--- config.mk ---
export PLATFORM = sky130hd
export DESIGN_NAME = perr_overflow_unit
export DESIGN_NICKNAME = d
export VERILOG_FILES = /design/src/rtl/perr_pkg.sv /design/src/rtl/perr_counter.sv /design/src/rtl/perr_tally.sv /design/src/rtl/perr_overflow_unit.sv
export SDC_FILE = /design/constraint.sdc
export NUM_CORES = 1
export LEC_CHECK = 0
export ABC_AREA = 1
export BUFFER_PORTS_ARGS = -buffer_cell sky130_fd_sc_hd__buf_2
export CAP_MARGIN = 0
export CELL_PAD_IN_SITES_DETAIL_PLACEMENT = 1
export CELL_PAD_IN_SITES_GLOBAL_PLACEMENT = 2
export CORE_ASPECT_RATIO = 0.9
export CORE_MARGIN = 2
export CORE_UTILIZATION = 35
export CTS_BUF_LIST = sky130_fd_sc_hd__clkbuf_8
export DETAILED_ROUTE_END_ITERATION = 12
export GPL_TIMING_DRIVEN = 0
export PLACE_DENSITY = 0.86
export SYNTH_ARGS = -nofsm -noshare
export SYNTH_HDL_FRONTEND = slang
export SYNTH_SLANG_ARGS = --single-unit
--- constraint.sdc ---
create_clock -name clk -period 4.85 [get_ports clk]
set_input_delay 0.97 -clock clk [delete_from_list [all_inputs] [get_ports clk]]
set_output_delay 0.97 -clock clk [all_outputs]
set_load 0.05 [all_outputs]
--- src/rtl/perr_pkg.sv ---
package perr_pkg;
  localparam int NCH     = 2;
  localparam int CH_OFDM = 0;
  localparam int CH_CCK  = 1;

  // Error count held in a preloaded counter; raw includes the carry bit.
  function automatic int raw_to_count(input int trig, input int cnt_max, input int raw);
    return trig - (cnt_max - raw);
  endfunction

  function automatic logic is_positive(input int v);
    return v > 0;
  endfunction
endpackage

--- src/rtl/perr_counter.sv ---
module perr_counter #(
  parameter int CNT_W = 8,
  parameter int TRIG  = 20
) (
  input  logic clk,
  input  logic rst_n,
  input  logic run,
  input  logic err,
  input  logic snap,
  output logic carry,
  output int   count
);
  import perr_pkg::*;

  localparam logic [CNT_W-1:0] ALL_ONES = {CNT_W{1'b1}};
  localparam logic [CNT_W-1:0] PRESET   = ALL_ONES - CNT_W'(TRIG);
  localparam int               CNT_MAX  = (1 << CNT_W) - 1;

  logic [CNT_W-1:0] cnt;
  logic             armed;
  logic [CNT_W:0]   inc_w;
  logic             at_ceiling;

  assign inc_w      = {1'b0, cnt} + {{CNT_W{1'b0}}, 1'b1};
  assign at_ceiling = carry & (cnt == ALL_ONES);

  always_ff @(posedge clk or negedge rst_n) begin
    if (!rst_n) begin
      cnt   <= '0;
      carry <= 1'b0;
      armed <= 1'b0;
    end else if (!run) begin
      cnt   <= '0;
      carry <= 1'b0;
      armed <= 1'b0;
    end else if (snap || !armed) begin
      cnt   <= PRESET + {{(CNT_W-1){1'b0}}, err};
      carry <= 1'b0;
      armed <= 1'b1;
    end else if (err && !at_ceiling) begin
      cnt   <= inc_w[CNT_W-1:0];
      carry <= carry | inc_w[CNT_W];
    end
  end

  assign count = raw_to_count(TRIG, CNT_MAX, int'({carry, cnt}));
endmodule

--- src/rtl/perr_tally.sv ---
module perr_tally #(
  parameter int TOT_W  = 16,
  parameter int LIFE_W = 24,
  parameter int TRIG   = 20
) (
  input  logic              clk,
  input  logic              rst_n,
  input  logic              clr,
  input  logic              add_en,
  input  logic [TOT_W-1:0]  add_val,
  output logic [TOT_W-1:0]  total,
  output logic [LIFE_W-1:0] life,
  output logic              over
);
  logic [TOT_W-1:0] nxt_tot;

  assign nxt_tot = (clr ? '0 : total) + (add_en ? add_val : '0);
  assign over    = nxt_tot > TOT_W'(TRIG);

  always_ff @(posedge clk or negedge rst_n) begin
    if (!rst_n) begin
      total <= '0;
      life  <= '0;
    end else begin
      total <= nxt_tot;
      if (add_en) life <= life + LIFE_W'(add_val);
    end
  end
endmodule

--- src/rtl/perr_overflow_unit.sv ---
module perr_overflow_unit #(
  parameter int CNT_W     = 8,
  parameter int TRIG_OFDM = 20,
  parameter int TRIG_CCK  = 12,
  parameter int TOT_W     = 16,
  parameter int LIFE_W    = 24
) (
  input  logic              clk,
  input  logic              rst_n,
  input  logic              enable,
  input  logic              frame_mode,
  input  logic              err_ofdm,
  input  logic              err_cck,
  input  logic              snap,
  input  logic              period_clr,
  output logic [TOT_W-1:0]  ofdm_total,
  output logic [TOT_W-1:0]  cck_total,
  output logic [LIFE_W-1:0] ofdm_life,
  output logic [LIFE_W-1:0] cck_life,
  output logic              irq,
  output logic              eval_req
);
  import perr_pkg::*;

  logic [NCH-1:0]    err_v, carry_v, pos_v, inc_v, over_v, add_en_v;
  int                count_v [NCH];
  logic [TOT_W-1:0]  add_val_v [NCH];
  logic [TOT_W-1:0]  tot_v [NCH];
  logic [LIFE_W-1:0] life_v [NCH];

  // Named internal events, observed by the checker.
  logic run_w, void_w, prod_w, eval_nxt;

  assign err_v  = {err_cck, err_ofdm};
  assign run_w  = enable & ~frame_mode;
  assign void_w = snap & ~(|pos_v);
  assign prod_w = snap & ~void_w;

  for (genvar g = 0; g < NCH; g++) begin : g_ch
    localparam int TRIG_G = (g == CH_OFDM) ? TRIG_OFDM : TRIG_CCK;

    perr_counter #(.CNT_W(CNT_W), .TRIG(TRIG_G)) u_cnt (
      .clk   (clk),
      .rst_n (rst_n),
      .run   (run_w),
      .err   (err_v[g]),
      .snap  (snap),
      .carry (carry_v[g]),
      .count (count_v[g])
    );

    assign pos_v[g]     = snap & is_positive(count_v[g]);
    assign inc_v[g]     = enable & frame_mode & err_v[g];
    assign add_en_v[g]  = pos_v[g] | inc_v[g];
    assign add_val_v[g] = inc_v[g] ? TOT_W'(1) : TOT_W'(count_v[g]);

    perr_tally #(.TOT_W(TOT_W), .LIFE_W(LIFE_W), .TRIG(TRIG_G)) u_tally (
      .clk     (clk),
      .rst_n   (rst_n),
      .clr     (period_clr),
      .add_en  (add_en_v[g]),
      .add_val (add_val_v[g]),
      .total   (tot_v[g]),
      .life    (life_v[g]),
      .over    (over_v[g])
    );
  end

  assign eval_nxt = (prod_w & (|over_v)) | (|(inc_v & over_v));

  always_ff @(posedge clk or negedge rst_n) begin
    if (!rst_n) eval_req <= 1'b0;
    else        eval_req <= eval_nxt;
  end

  assign irq        = |carry_v;
  assign ofdm_total = tot_v[CH_OFDM];
  assign cck_total  = tot_v[CH_CCK];
  assign ofdm_life  = life_v[CH_OFDM];
  assign cck_life   = life_v[CH_CCK];
endmodule

Word-level counts from Yosys, hierarchy flattened

Index checks and enable logic that the tools add are counted.

Register bits: 101
Input bits: 8
Output and inout port bits: 82
Logic and storage cells: 87

$add $sub $neg: 12
Order comparisons: 4
Eq/ne operators: 6
Mux-type cells: 22
Bitwise operators: 20
Reduce and logical (&&, ||, !) cells: 12

Operators by type and width:

| kind                  | count |
|---|---|
| $mux 16               | 6 |
| $gt 32x1->1 const B   | 2 |
| $add 24x16->24        | 2 |
| $mux 8                | 6 |
| $add 16x16->16        | 2 |
| $sub 5x32->32 const A | 1 |
| $sub 6x32->32 const A | 1 |
| $sub 8x9->10 const A  | 2 |
| $add 8x1->9 const B   | 2 |
| $eq 8x8->1 const B    | 2 |
| $gt 16x4->1 const B   | 1 |
| $gt 16x5->1 const B   | 1 |
| $and 1x1->1           | 11 |
| $mux 1                | 10 |
| $reduce_or 2->1       | 4 |
| $add 6x2->7 const A   | 1 |
| $add 5x2->6 const A   | 1 |
| $or 1x1->1            | 5 |
| $logic_not 1->1       | 4 |
| $ne 3x1->1 const B    | 1 |
| $ne 3x3->1 const B    | 1 |
| $not 1->1             | 3 |
| $and 2x2->2           | 1 |
| $logic_and 1x1->1     | 2 |
| 3 further kinds       | 4 |

Depth between registers and ports, before layout

Word-level depth: 11
Gate-level depth with buffers: 34

Hierarchy

Synthesis repeated with hierarchy kept, for this count alone.

Cell total of the unflattened synthesis: 1527
Area, all modules: 9631.7 um^2

Modules (own cells, without submodules):

| module                        | times used | cells each | area an instance (um^2) | seq. area each (um^2) |
|---|---|---|---|---|
| perr_tally at g_ch[0].u_tally | 1          | 574        | 3585.9                  | 1001.0 |
| perr_tally at g_ch[1].u_tally | 1          | 550        | 3545.9                  | 1001.0 |
| perr_counter at g_ch[0].u_cnt | 1          | 130        | 964.7                   | 250.2 |
| perr_counter at g_ch[1].u_cnt | 1          | 129        | 932.1                   | 250.2 |
| perr_overflow_unit            | 1          | 144        | 603.1                   | 25.0 |

Least setup slack after synthesis

No wires, ideal clock.

Path kind: flip-flop to flip-flop
Start: register g_ch[0].u_cnt.cnt[5]
End: register eval_req
Library setup time: 0.116 ns
Data arrival time: 3.779 ns
Data required time: 4.734 ns
Path slack: 0.955 ns
Cell stages (with the launch flop): 33
Path buffers: 2
Cells stage by stage: dfrtp_1 -> buf_4 -> nand2_1 -> inv_1 -> clkbuf_1 -> nand4_1 -> ha_1 -> nand2_1 -> inv_1 -> nand3_1 -> nor2_1 -> nand3_2 -> inv_1 -> nand2_1 -> nor2_1 -> nor2_2 -> nand2_4 -> o21ai_0 -> ha_1 -> inv_1 -> fa_1 -> o21ai_0 -> nand2_1 -> nand2_1 -> nand2_1 -> nand2_1 -> nand2_1 -> nand2_1 -> nand3_1 -> nor3_1 -> nand3_1 -> nand2_1 -> nand2_1

Cells in the longest elaborated chain, start to end: 11
Elaborated cells on any way between the ends: 19
Classes of those cells: 3 x add/sub; 2 x order compare; 2 x mux; 9 x bitwise; 3 x reduce/logical

Ends and longest elaborated chain:

| item                                           | RTL line                                           | source |
|---|---|---|
| start: declaration                             | perr_counter.sv:19                                 | `logic [CNT_W-1:0] cnt;` |
| start signal: assignment                       | perr_counter.sv:37                                 | `cnt <= PRESET + {{(CNT_W-1){1'b0}}, err};` |
| start signal: assignment                       | perr_counter.sv:41                                 | `cnt <= inc_w[CNT_W-1:0];` |
| $sub 8x9->10 (*)                               | perr_pkg.sv:8                                      | `return trig - (cnt_max - raw);` |
| $sub 6x32->32 (*)                              | perr_pkg.sv:8                                      |  |
| $gt 32x1->1                                    | perr_pkg.sv:12                                     | `return v > 0;` |
| $and 1x1->1                                    | perr_overflow_unit.sv:52                           | `assign pos_v[g] = snap & is_positive(count_v[g]);` |
| $or 1x1->1 or $reduce_or 2->1 (tied branches)  | perr_overflow_unit.sv:54, perr_overflow_unit.sv:36 |  |
| $mux 16 or $not 1->1 (tied branches)           | perr_tally.sv:17, perr_overflow_unit.sv:36         |  |
| $add 16x16->16 or $and 1x1->1 (tied branches)  | perr_tally.sv:17, perr_overflow_unit.sv:36         |  |
| $gt 16x5->1 or $not 1->1 (tied branches)       | perr_tally.sv:18, perr_overflow_unit.sv:37         |  |
| $reduce_or 2->1, or another cell as far along  | perr_overflow_unit.sv:69                           | `assign eval_nxt = (prod_w & (\|over_v)) \| (\|(inc_v & over_v));` |
| $and 1x1->1 or $reduce_or 2->1 (tied branches) | perr_overflow_unit.sv:69                           |  |
| $or 1x1->1 (*)                                 | perr_overflow_unit.sv:69                           |  |
| net eval_nxt                                   | perr_overflow_unit.sv:32                           | `logic run_w, void_w, prod_w, eval_nxt;` |
| end signal: assignment                         | perr_overflow_unit.sv:73                           | `else eval_req <= eval_nxt;` |
| end: declaration                               | perr_overflow_unit.sv:21                           | `output logic eval_req` |

The timed path passes the listed nets; every way through them passes the cells marked *.
A chain may end at the register's enable or synchronous reset.

Worst setup path after layout

Start: register g_ch[1].u_cnt.cnt[0]
End: register eval_req

Cells in the longest elaborated chain, start to end: 11
Elaborated cells on any way between the ends: 19
Classes of those cells: 3 x add/sub; 2 x order compare; 2 x mux; 9 x bitwise; 3 x reduce/logical

Ends and longest elaborated chain:

| item                                           | RTL line |
|---|---|
| start: declaration                             | perr_counter.sv:19 |
| start signal: assignment                       | perr_counter.sv:37 |
| start signal: assignment                       | perr_counter.sv:41 |
| $sub 8x9->10 (*)                               | perr_pkg.sv:8 |
| $sub 5x32->32 (*)                              | perr_pkg.sv:8 |
| $gt 32x1->1                                    | perr_pkg.sv:12 |
| $and 1x1->1                                    | perr_overflow_unit.sv:52 |
| $or 1x1->1 or $reduce_or 2->1 (tied branches)  | perr_overflow_unit.sv:54, perr_overflow_unit.sv:36 |
| $mux 16 or $not 1->1 (tied branches)           | perr_tally.sv:17, perr_overflow_unit.sv:36 |
| $add 16x16->16 or $and 1x1->1 (tied branches)  | perr_tally.sv:17, perr_overflow_unit.sv:36 |
| $gt 16x4->1 or $not 1->1 (tied branches)       | perr_tally.sv:18, perr_overflow_unit.sv:37 |
| $reduce_or 2->1, or another cell as far along  | perr_overflow_unit.sv:69 |
| $and 1x1->1 or $reduce_or 2->1 (tied branches) | perr_overflow_unit.sv:69 |
| $or 1x1->1 (*)                                 | perr_overflow_unit.sv:69 |
| net eval_nxt                                   | perr_overflow_unit.sv:32 |

Marked as above.

==> results.yml <==
timing:
  layout_min_cycle_time_ns: 4.44
  tightest_slew_ns: 0.989
  finalCritPeriodShare_pct: 91.6
  timing.fmax_mhz: 225
  max_slew_margin_pct: 33.5
  slew_violations: 0
  finClkSkew_ns: 0.0117
  setup_viol: 0
  hold_violations: 0
route:
  ant_nets: 0
  vias_per_cell: 4.92
  wl_per_cell_um: 15.7
  routed_wl_mm: 27.0
  drt_iter0_drc: 373
  dr.pass1.iters: 5
  drc: 0
  vias: 8448
cells_and_area:
  final_cell_mix: "302 x nand2_1, 201 x inv_1, 143 x nor2_1"
  nets: 1467
  final_util_pct: 40.9
  diodes: 0
  final_common_cell: "nand2_1"
  area_growth_pct: 13.9
  fillCellCount: 3196
  drive_above_1_share_pct: 14.3
logic_synthesis:
  synthArstFlopShare_pct: 100
  synth_edf_count: 0
  avgSynthCellArea_um2: 6.90
  ys.flop_type: "dfrtp_1"
  synth_area_mm2: 0.00875
  seq_area_frac_synth_pct: 28.9
  syn_inst: 1269
  syn_nets: 1361
  ys_types: 48
  yosysWarningCount: 0
  synth_seq_cells: 101
clock_network:
  cts.clk_slew.worst_paths_ns: 0.12
  holdBufCountCts: 0
  cts.path.max_buffers: 2
  cts_sinks: 101
  numCtsBuffers: 9
  htree_num_levels: 3
  clock-root-buffer: "clkbuf_8"
  insertion_delay_ns: 0.40
  tritoncts: "done"
floorplan:
  initial_utilization_pct: 35.9
  die_area_mm2: 0.0263
  die-width_um: 171
  core_area_mm2: 0.0244
  die_h_um: 154
  io-pin-count: 90
  rows: 54
global_route:
  grt_max_degree: 85
  grt_antenna_before_repair: 1
  grt_pass1_vias: 8689
  grt_pass1_wl_mm: 44.0
  grt_usage_pct: 21.0
  grt.overflow.total: 0
placed_design:
  dp_hpwl_mm: 21.8
  place.gp.congestion: 0.851
  place.port_buffers: 89
pwr:
  seqPwrFrac_pct: 29.9
  clkPwrFrac_pct: 14.6
  finalPower_w: 0.00398
  peakVddDrop_mv: 0.201
  swShare_pct: 52.4
  combPwrFrac_pct: 55.5
  p_leak_nw: 5.54
  intPower_w: 0.00189
  power.switching_w: 0.00209
  power.density_mw_per_mm2: 399
run_status:
  status: "finished clean"
critical_path:
  critical_path_class: "register to register"
  crit_fanout: 10
  endpoint_kind: "register"
  crit_buf_inv: 4
  worstPathArrival_ns: 4.74
  slowest_delay_ns: 0.42
  cpLargestDelayFamily: "simple AND/OR/NAND/NOR gates"
  cpMostUsedCell: "nand2_1"
  start_kind: "register"
  slowest_stage: "dfrtp_2"
  worstPathRequired_ns: 5.15
min_path:
  hold_class: "input port to asynchronous set/reset pin"
run:
  cap_violations: 0
## repair_timing
item | CTS | global route
endpoints found under the setup margin | 1 | 3
cloned | 0 | 0
pin swaps | 0 | 7
buffers inserted | 0 | 6
resized for setup | 1 | 29
## area by class of cell
class / instances / area, µm² / area share [%]
Sequential cell: 101 / 2530 / 25.4
Tap cell: 336 / 420 / 4.22
Multi-Input combinational cell: 938 / 5370 / 53.9
Timing Repair Buffer: 96 / 524 / 5.26
Clock buffer: 9 / 124 / 1.24
Clock inverter: 7 / 66.3 / 0.665
Inverter: 211 / 798 / 8.01
Buffer: 18 / 130 / 1.31
## cell families after synthesis
| kind of cell | synth area share, % |
|---|---|
| flip-flops | 28.9 |
| AO/OA/AOI/OAI | 9.92 |
| buffers and inverters | 10.5 |
| adder cells (fa/ha/maj) | 12.4 |
| AND/OR/NAND/NOR | 32.2 |
| XOR/XNOR | 6.18 |
## registers in the layout, indices dropped and copies added, names as in the netlist
| register | count |
|---|---|
| eval_req | 1 |
| g_ch.u_cnt.armed | 2 |
| g_ch.u_cnt.carry | 2 |
| g_ch.u_cnt.cnt | 16 |
| g_ch.u_tally.life | 48 |
| g_ch.u_tally.total | 32 |
## cells in the mapped netlist (2+ instances only)
master | number | area share, %
xor2_1 | 31 | 3.1
xnor2_1 | 27 | 2.7
nand2_1 | 302 | 13
o2111ai_1 | 2 | 0.20
dfrtp_1 | 101 | 29
fa_1 | 4 | 0.91
nand3_2 | 9 | 1.0
nand4_1 | 30 | 2.1
inv_1 | 202 | 8.7
nand2_2 | 10 | 0.71
o31ai_1 | 2 | 0.17
buf_2 | 3 | 0.17
nor2_2 | 3 | 0.21
xor2_2 | 2 | 0.37
nor3_1 | 31 | 1.8
o211ai_1 | 2 | 0.17
nand2_4 | 4 | 0.51
and2_1 | 2 | 0.14
a21oi_1 | 65 | 3.7
o22ai_1 | 9 | 0.64
o21a_1 | 3 | 0.26
nand3_1 | 71 | 4.1
buf_4 | 5 | 0.43
buf_6 | 4 | 0.51
nor2_1 | 147 | 6.3
clkbuf_1 | 6 | 0.26
o21ai_0 | 44 | 2.5
o21ai_1 | 18 | 1.0
a21o_1 | 7 | 0.60
o21bai_1 | 2 | 0.17
nand3b_1 | 6 | 0.51
a21boi_0 | 2 | 0.17
or2_2 | 13 | 0.93
inv_2 | 7 | 0.30
ha_1 | 80 | 11
## power by group through the flow
stage	combinational, W	sequential (W)	clock [W]
after floorplan	0.00112	0.00176	0
after global placement	0.00217	0.00120	0
after detailed placement	0.00221	0.00121	0
after CTS	0.00222	0.00119	0.000614
after global routing	0.00244	0.00122	0.000630
final	0.00221	0.00119	0.000582
## routing by layer
metal | vias to the layer above | track usage, % | share of wire [%]
met5 | - | 0 | 0.048
li1 | 4288 | - | -
met4 | 2 | 3.30 | 0.70
met1 | 4043 | 30.2 | 52
met3 | 12 | 2.78 | 3.0
met2 | 103 | 34.1 | 44
## final timing paths
check | from | to | slack, ns | depth (start not counted)
worst min-delay path | rst_n | g_ch[1].u_tally.total[10] | 0.39 | 1
worst min register to register | g_ch[0].u_tally.life[23] | g_ch[0].u_tally.life[23] | 0.47 | 1
max in group asynchronous | rst_n | g_ch[1].u_cnt.cnt[5] | 3.72 | 2
worst max-delay path | g_ch[1].u_cnt.cnt[0] | eval_req | 0.41 | 31
min in group clk | g_ch[0].u_tally.life[23] | g_ch[0].u_tally.life[23] | 0.47 | 1
worst max register to register | g_ch[1].u_cnt.cnt[0] | eval_req | 0.41 | 31
## per-stage QoR
step / cells / hold WS, ns / worst slack, ns / cell area [µm²] / setup TNS (ns)
floorplan: 1269 / 0.497 / 0.955 / 8750 / 0
global placement: 1694 / 0.452 / 0.0451 / 9620 / 0
detailed placement: 1695 / 0.454 / -0.0618 / 9650 / -0.0618
CTS: 1710 / 0.370 / 0.0692 / 9840 / 0
global route: 1716 / 0.374 / -0.0359 / 9970 / -0.0359
finish: 1716 / 0.386 / 0.409 / 9970 / 0
Note: power is estimated with default switching activity, not from simulation.
